--- src/rtl/pyrPkg.sv ---
`timescale 1ns/1ps
package pyrPkg;

  // One-cycle strobes passed from control to datapath for each input pixel.
  typedef struct packed {
    logic accept;     // a pixel is taken this cycle
    logic topClamp;   // mask centre is row 0: rows above it repeat row 0
    logic bottomMode; // current row is the last one: it stands in for the row below
    logic leftClamp;  // mask centre is column 0: columns left of it repeat column 0
    logic rightMode;  // current column is the last one: it stands in for the column beyond
    logic emit;       // this pixel completes a mask
    logic firstOut;   // completed mask is centre (0,0)
    logic rowLast;    // completed mask is the last one of its output row
  } pyrStrobes_t;

  // Weights 1,4,6,4,1 applied with shifts and adds only.
  function automatic logic [31:0] binom5(input logic [31:0] a, input logic [31:0] b,
                                         input logic [31:0] c, input logic [31:0] d,
                                         input logic [31:0] e);
    return a + (b << 2) + (c << 2) + (c << 1) + (d << 2) + e;
  endfunction

endpackage

--- src/rtl/pyrLineStore.sv ---
`timescale 1ns/1ps
module pyrLineStore #(
  parameter int DEPTH  = 64,
  parameter int DATA_W = 8,
  parameter int ADDR_W = 6
) (
  input  logic              clk,
  input  logic              wrEn,
  input  logic [ADDR_W-1:0] addr,
  input  logic [DATA_W-1:0] wrData,
  output logic [DATA_W-1:0] rdData
);

  logic [DATA_W-1:0] mem [DEPTH];

  // Read returns the stored row entry before this cycle's write replaces it.
  assign rdData = mem[addr];

  always_ff @(posedge clk) begin
    if (wrEn) mem[addr] <= wrData;
  end

endmodule

--- src/rtl/pyrCtrl.sv ---
`timescale 1ns/1ps
module pyrCtrl
  import pyrPkg::*;
#(
  parameter int IMG_W = 64,
  parameter int IMG_H = 48,
  parameter int COL_W = $clog2(IMG_W),
  parameter int ROW_W = $clog2(IMG_H)
) (
  input  logic             clk,
  input  logic             rstN,
  input  logic             inValid,
  input  logic             inSof,
  input  logic             inEol,
  output pyrStrobes_t      strb,
  output logic [COL_W-1:0] colAddr
);

  localparam logic [COL_W-1:0] LAST_COL = COL_W'(IMG_W - 1);
  localparam logic [ROW_W-1:0] LAST_ROW = ROW_W'(IMG_H - 1);
  localparam logic [COL_W-1:0] COL_TWO  = COL_W'(2);
  localparam logic [ROW_W-1:0] ROW_TWO  = ROW_W'(2);

  logic [COL_W-1:0] colCnt, posX;
  logic [ROW_W-1:0] rowCnt, posY;
  logic rowHit, colHit, lineEnd;

  always_comb begin
    posX    = inSof ? '0 : colCnt;
    posY    = inSof ? '0 : rowCnt;
    lineEnd = inEol || (posX == LAST_COL);
    rowHit  = (!posY[0] && (posY >= ROW_TWO)) || (posY == LAST_ROW);
    colHit  = (!posX[0] && (posX >= COL_TWO)) || (posX == LAST_COL);

    strb.accept     = inValid;
    strb.topClamp   = (posY == ROW_TWO);
    strb.bottomMode = (posY == LAST_ROW);
    strb.leftClamp  = (posX == COL_TWO);
    strb.rightMode  = (posX == LAST_COL);
    strb.emit       = inValid && rowHit && colHit;
    strb.firstOut   = (posY == ROW_TWO) && (posX == COL_TWO);
    strb.rowLast    = (posX == LAST_COL);
    colAddr         = posX;
  end

  always_ff @(posedge clk or negedge rstN) begin
    if (!rstN) begin
      colCnt <= '0;
      rowCnt <= '0;
    end else if (inValid) begin
      if (lineEnd) begin
        colCnt <= '0;
        rowCnt <= (posY == LAST_ROW) ? '0 : posY + 1'b1;
      end else begin
        colCnt <= posX + 1'b1;
        rowCnt <= posY;
      end
    end
  end

  AST_POS_BOUNDS: assert property (@(posedge clk) disable iff (!rstN)
    (colCnt <= LAST_COL) && (rowCnt <= LAST_ROW));

  AST_IDLE_HOLDS_POS: assert property (@(posedge clk) disable iff (!rstN)
    !inValid |=> $stable(colCnt) && $stable(rowCnt));

endmodule

--- src/rtl/pyrDatapath.sv ---
`timescale 1ns/1ps
module pyrDatapath
  import pyrPkg::*;
#(
  parameter int IMG_W = 64,
  parameter int PIX_W = 8,
  parameter int COL_W = $clog2(IMG_W)
) (
  input  logic             clk,
  input  logic             rstN,
  input  pyrStrobes_t      strb,
  input  logic [COL_W-1:0] colAddr,
  input  logic [PIX_W-1:0] inPix,
  output logic             outValid,
  output logic [PIX_W-1:0] outPix,
  output logic             outSof,
  output logic             outEol
);

  localparam int LINES  = 4;
  localparam int VSUM_W = PIX_W + 4;
  localparam int SUM_W  = PIX_W + 8;
  localparam logic [SUM_W-1:0] HALF = SUM_W'(128);

  // tap[k] holds the pixel of row (current - 1 - k) at this column.
  logic [LINES-1:0][PIX_W-1:0] tap;

  for (genvar k = 0; k < LINES; k++) begin : gLine
    logic [PIX_W-1:0] chainIn;
    if (k == 0) begin : gHead
      assign chainIn = inPix;
    end else begin : gBody
      assign chainIn = tap[k-1];
    end
    pyrLineStore #(
      .DEPTH (IMG_W),
      .DATA_W(PIX_W),
      .ADDR_W(COL_W)
    ) uStore (
      .clk   (clk),
      .wrEn  (strb.accept),
      .addr  (colAddr),
      .wrData(chainIn),
      .rdData(tap[k])
    );
  end

  // Vertical pass: choose the five rows the mask needs, then weight them.
  logic [PIX_W-1:0] va, vb, vc, vd, ve;
  logic [VSUM_W-1:0] vSum;

  always_comb begin
    if (strb.bottomMode) begin
      va = tap[2]; vb = tap[1]; vc = tap[0]; vd = inPix; ve = inPix;
    end else if (strb.topClamp) begin
      va = tap[1]; vb = tap[1]; vc = tap[1]; vd = tap[0]; ve = inPix;
    end else begin
      va = tap[3]; vb = tap[2]; vc = tap[1]; vd = tap[0]; ve = inPix;
    end
    vSum = VSUM_W'(binom5(32'(va), 32'(vb), 32'(vc), 32'(vd), 32'(ve)));
  end

  // Horizontal pass over the most recent column sums of this row.
  logic [LINES-1:0][VSUM_W-1:0] hist;
  logic [VSUM_W-1:0] ha, hb, hc, hd, he;
  logic [SUM_W-1:0]  total;
  logic [PIX_W-1:0]  rounded;

  always_comb begin
    if (strb.rightMode) begin
      ha = hist[2]; hb = hist[1]; hc = hist[0]; hd = vSum; he = vSum;
    end else if (strb.leftClamp) begin
      ha = hist[1]; hb = hist[1]; hc = hist[1]; hd = hist[0]; he = vSum;
    end else begin
      ha = hist[3]; hb = hist[2]; hc = hist[1]; hd = hist[0]; he = vSum;
    end
    total   = SUM_W'(binom5(32'(ha), 32'(hb), 32'(hc), 32'(hd), 32'(he)));
    rounded = PIX_W'((total + HALF) >> 8);
  end

  always_ff @(posedge clk or negedge rstN) begin
    if (!rstN) begin
      hist <= '0;
    end else if (strb.accept) begin
      hist <= {hist[LINES-2:0], vSum};
    end
  end

  always_ff @(posedge clk or negedge rstN) begin
    if (!rstN) begin
      outValid <= 1'b0;
      outSof   <= 1'b0;
      outEol   <= 1'b0;
      outPix   <= '0;
    end else begin
      outValid <= strb.emit;
      outSof   <= strb.emit && strb.firstOut;
      outEol   <= strb.emit && strb.rowLast;
      if (strb.emit) outPix <= rounded;
    end
  end

  AST_VALID_NEEDS_ACCEPT: assert property (@(posedge clk) disable iff (!rstN)
    outValid |-> $past(strb.accept));

  AST_EDGE_ROWS_EXCLUSIVE: assert property (@(posedge clk) disable iff (!rstN)
    strb.topClamp |-> !strb.bottomMode);

  AST_EDGE_COLS_EXCLUSIVE: assert property (@(posedge clk) disable iff (!rstN)
    strb.leftClamp |-> !strb.rightMode);

endmodule

--- src/rtl/pyrDownsampler.sv ---
`timescale 1ns/1ps
module pyrDownsampler
  import pyrPkg::*;
#(
  parameter int IMG_W = 64,
  parameter int IMG_H = 48,
  parameter int PIX_W = 8
) (
  input  logic             clk,
  input  logic             rstN,
  input  logic             inValid,
  input  logic [PIX_W-1:0] inPix,
  input  logic             inSof,
  input  logic             inEol,
  output logic             outValid,
  output logic [PIX_W-1:0] outPix,
  output logic             outSof,
  output logic             outEol
);

  localparam int COL_W = $clog2(IMG_W);
  localparam int ROW_W = $clog2(IMG_H);
  localparam logic [COL_W-1:0] ROW_OUTS_M1 = COL_W'(IMG_W / 2 - 1);

  pyrStrobes_t      strb;
  logic [COL_W-1:0] colAddr;

  pyrCtrl #(
    .IMG_W(IMG_W),
    .IMG_H(IMG_H),
    .COL_W(COL_W),
    .ROW_W(ROW_W)
  ) uCtrl (
    .clk    (clk),
    .rstN   (rstN),
    .inValid(inValid),
    .inSof  (inSof),
    .inEol  (inEol),
    .strb   (strb),
    .colAddr(colAddr)
  );

  pyrDatapath #(
    .IMG_W(IMG_W),
    .PIX_W(PIX_W),
    .COL_W(COL_W)
  ) uData (
    .clk     (clk),
    .rstN    (rstN),
    .strb    (strb),
    .colAddr (colAddr),
    .inPix   (inPix),
    .outValid(outValid),
    .outPix  (outPix),
    .outSof  (outSof),
    .outEol  (outEol)
  );

  // Outputs seen earlier in the current output row.
  logic [COL_W-1:0] rowOuts;

  always_ff @(posedge clk or negedge rstN) begin
    if (!rstN) begin
      rowOuts <= '0;
    end else if (outValid) begin
      if (outEol)      rowOuts <= '0;
      else if (outSof) rowOuts <= COL_W'(1);
      else             rowOuts <= rowOuts + 1'b1;
    end
  end

  AST_ROW_OUTPUT_COUNT: assert property (@(posedge clk) disable iff (!rstN)
    (outValid && outEol && !outSof) |-> (rowOuts == ROW_OUTS_M1));

  AST_SOF_WITH_VALID: assert property (@(posedge clk) disable iff (!rstN)
    outSof |-> outValid);

  AST_EOL_WITH_VALID: assert property (@(posedge clk) disable iff (!rstN)
    outEol |-> outValid);

endmodule

--- config.mk ---
export PLATFORM = sky130hd
export DESIGN_NAME = pyrDownsampler
export DESIGN_NICKNAME = d
export VERILOG_FILES = /design/src/rtl/pyrPkg.sv /design/src/rtl/pyrLineStore.sv /design/src/rtl/pyrCtrl.sv /design/src/rtl/pyrDatapath.sv /design/src/rtl/pyrDownsampler.sv
export SDC_FILE = /design/constraint.sdc
export NUM_CORES = 2
export LEC_CHECK = 0
export BUFFER_PORTS_ARGS = -buffer_cell sky130_fd_sc_hd__buf_2
export CELL_PAD_IN_SITES_DETAIL_PLACEMENT = 1
export CELL_PAD_IN_SITES_GLOBAL_PLACEMENT = 1
export CORE_UTILIZATION = 35
export DETAILED_ROUTE_END_ITERATION = 16
export PLACE_DENSITY_LB_ADDON = 0.1
export SETUP_SLACK_MARGIN = 0.15
export SLEW_MARGIN = 20
export SYNTH_ARGS = -nofsm -noshare
export SYNTH_HDL_FRONTEND = slang
export SYNTH_SLANG_ARGS = --single-unit
--- constraint.sdc ---
create_clock -name clk -period 22.5 [get_ports clk]
set_clock_uncertainty 0.2 [all_clocks]
set_input_delay 4.5 -clock clk [delete_from_list [all_inputs] [get_ports clk]]
set_output_delay 4.5 -clock clk [all_outputs]
set_load 0.005 [all_outputs]
==> results.py <==
metrics = {
    "run_status": {
        "status": "finished, final reports clean",
    },
    "worst_setup_path": {
        "required_ns": 23.06,
        "crit_top_cell": "fa_1",
        "slowest_stage": "inv_2",
        "critPathCaptureType": "flip-flop",
        "critPathMaxStageDelay_ns": 0.87,
        "critPathArrivalTime_ns": 16.70,
        "startpoint_type": "input pin",
        "worstSetupPathType": "in2reg",
        "path_max_fanout": 65,
    },
    "clock_network": {
        "htree_num_levels": 4,
        "cts.sinks": 2119,
        "clock_latency_ns": 0.89,
        "cts_tree": "done",
        "cts_buffers": 227,
        "clock-root-buffer": "clkbuf_16",
        "cts_buffer_depth": 3,
        "cts_setup_buffers": 0,
        "ctsHoldBuffers": 0,
        "clk_pin_slew_ns": 0.06,
        "cts_resized": 0,
    },
    "logic_synthesis": {
        "synth_area_per_cell_um2": 16.3,
        "yosysSeqAreaShare": 0.751,
        "ys.flop_type": "edfxtp_1",
        "syn_inst": 5184,
        "synth_edf_count": 2048,
        "ys_warn_count": 0,
        "ys_async_sr_fraction": 0.0335,
        "synth_fp_nets": 5315,
        "yosysUniqueCellTypes": 94,
        "ys_seq_elements": 2119,
        "netlist_area_um2": 84300,
    },
    "sta": {
        "max_freq_mhz": 62.0,
        "finalHoldViolCount": 0,
        "setup_viol": 0,
        "finalCritPeriodShare": 0.717,
        "fin_crit_ns": 16.13,
        "setup_tns_ns": 0,
        "max-slew-margin-rel": 0.176,
        "rsz0062_at_grt": "false",
        "drv_slew": 0,
        "worst_slack_ns": 6.37,
        "tightest_slew_ns": 1.24,
    },
    "placed_design": {
        "place_area_um2": 89100,
        "io_buffers": 23,
        "pre_cts_slack_ns": 5.37,
        "dp_hpwl_mm": 190,
        "place_congestion": 0.810,
    },
    "final_layout": {
        "final_util": 0.404,
        "design_area_um2": 96300,
        "area.growth.synth_to_final_pct": 14.3,
        "nets": 5472,
        "drive_above_1_share": 0.163,
    },
    "routing": {
        "avgRoutedWirePerCell_um": 38.3,
        "avgViaCountPerCell": 5.93,
        "finalWirelength_mm": 333,
        "drt-initial-drc-count": 6343,
        "drc": 0,
        "route.vias.total": 51608,
        "dr.pass1.iters": 8,
        "ant_nets": 0,
    },
    "floorplanning": {
        "die_w_um": 493,
        "num_rows": 179,
        "io_pins": 24,
        "chipHeight_um": 493,
        "core_um2": 239000,
        "die-area_um2": 243000,
        "start_util": 0.353,
    },
    "power": {
        "worst_ir_drop_vdd_uv": 724,
        "power.density_nw_per_um2": 147,
        "p_leak_nw": 31.1,
    },
    "flow_run": {
        "maxCapViolations": 0,
    },
    "global_route": {
        "overflow": 0,
        "grt_antenna_before_repair": 17,
        "grt_pass1_wl_mm": 453,
        "grt_max_degree": 79,
        "track_usage": 0.272,
        "grt_pass1_vias": 51756,
    },
    "worst_hold_path": {
        "hp-class": "reg2reg",
    },
}
==> kinds of logic after synthesis <==
kind of cell	Yosys count	synth area share
AO/OA/AOI/OAI	1082	0.0909
adder cells (fa/ha/maj)	118	0.0229
AND/OR/NAND/NOR	1053	0.0568
XOR/XNOR	32	0.00333
multiplexers	327	0.0495
buffers and inverters	453	0.0259
flip-flops	2119	0.751
==> flip-flops by register name, summed over array words and instances, names as in the netlist <==
signal                  cells
uData.outPix                8
uCtrl.colCnt                6
uData.gLine.uStore.mem   2048
uData.outEol                1
uData.outSof                1
uCtrl.rowCnt                6
uData.outValid              1
uData.hist                 48
==> cell type report <==
cell class	instances	area, um2
antenna	8	20.0
clock buffer	285	5990
clock inverter	134	1150
fill	23386	142000
inverter	137	527
multi-input combinational	2612	19500
sequential	2119	63300
tap	3167	3960
timing repair buffer	244	1820
==> layout by cell type (no fill, tap or decap), drive strengths merged, types with 57 or more instances in the layout <==
master	count
mux2i	144
o21ai	134
fa	61
nand3	71
buf	244
inv	134
a31oi	85
clkinv	116
dfrtp	71
a222oi	123
o22ai	194
clkbuf	285
edfxtp	2048
mux2	124
ha	57
a21oi	170
nor2	312
mux4	59
nand2	440
==> where the power goes <==
part | total (mW) | internal [mW] | switching [mW]
Combinational | 5.90 | 2.52 | 3.37
Clock | 3.67 | 2.05 | 1.61
Sequential | 4.59 | 4.52 | 0.0711
==> through the flow <==
stage	power [mW]	std cells	hold slack (ns)
4_1_cts	14.3	8698	0.296
5_1_grt	15.3	8703	0.324
6_report	14.2	8706	0.306
3_5_place_dp	10.6	8279	0.280
2_1_floorplan	9.09	5184	0.273
3_3_place_gp	10.6	8278	0.269
==> worst paths after layout <==
check,startpoint,slack (ns),depth (start not counted),end
max,inSof,6.37,43,uData.outPix[7]$_DFFE_PN0P_
max reg2reg,uCtrl.colCnt[0]$_DFFE_PN0P_,9.03,42,uData.outPix[7]$_DFFE_PN0P_
min reg2reg,uData.outPix[1]$_DFFE_PN0P_,0.31,2,uData.outPix[1]$_DFFE_PN0P_
min in group asynchronous,rstN,3.42,1,uData.hist[33]$_DFFE_PN0P_
min,uData.outPix[1]$_DFFE_PN0P_,0.31,2,uData.outPix[1]$_DFFE_PN0P_
max in group asynchronous,rstN,17.71,2,uCtrl.colCnt[0]$_DFFE_PN0P_
==> layer usage <==
layer | vias to the layer above | part of all wire | GRT usage
met2 | 1953 | 0.48 | 0.444
met5 | - | 0.00017 | 0
met1 | 28362 | 0.44 | 0.384
met4 | 8 | 0.027 | 0.0722
li1 | 20897 | - | -
met3 | 388 | 0.056 | 0.0319
==> cell usage after synthesis (24+ instances only) <==
| cell type | n | area share |
|---|---|---|
| o221ai_1 | 38 | 0.0039 |
| and3_1 | 26 | 0.0019 |
| nor3_1 | 35 | 0.0021 |
| mux4_2 | 59 | 0.016 |
| o22ai_1 | 194 | 0.014 |
| o21ai_0 | 128 | 0.0076 |
| a2111oi_0 | 27 | 0.0028 |
| buf_2 | 133 | 0.0079 |
| a22oi_1 | 41 | 0.0037 |
| o211ai_1 | 44 | 0.0039 |
| inv_1 | 134 | 0.0060 |
| nor2b_1 | 47 | 0.0035 |
| fa_1 | 61 | 0.014 |
| a21oi_1 | 169 | 0.010 |
| edfxtp_1 | 2048 | 0.73 |
| mux2i_1 | 144 | 0.017 |
| mux2_2 | 123 | 0.016 |
| nand3_1 | 71 | 0.0042 |
| nor4_1 | 30 | 0.0022 |
| ha_1 | 57 | 0.0085 |
| or2_2 | 24 | 0.0018 |
| a222oi_1 | 123 | 0.015 |
| dfrtp_1 | 71 | 0.021 |
| buf_1 | 30 | 0.0013 |
| buf_4 | 28 | 0.0025 |
| a31oi_1 | 85 | 0.0063 |
| clkbuf_1 | 101 | 0.0045 |
| a221oi_1 | 34 | 0.0035 |
| nor2_1 | 310 | 0.014 |
| nand2_1 | 439 | 0.020 |
==> critical path, delay by kind of cell <==
family / cells / cell delay, ns
AO/OA/AOI/OAI: 15 / 2.66
XOR/XNOR: 2 / 0.33
adder cells (fa/ha/maj): 11 / 4.64
buffers and inverters: 11 / 2.68
multiplexers: 1 / 0.35
AND/OR/NAND/NOR: 3 / 1.37
No activity file was read; power rests on OpenSTA's default activity.
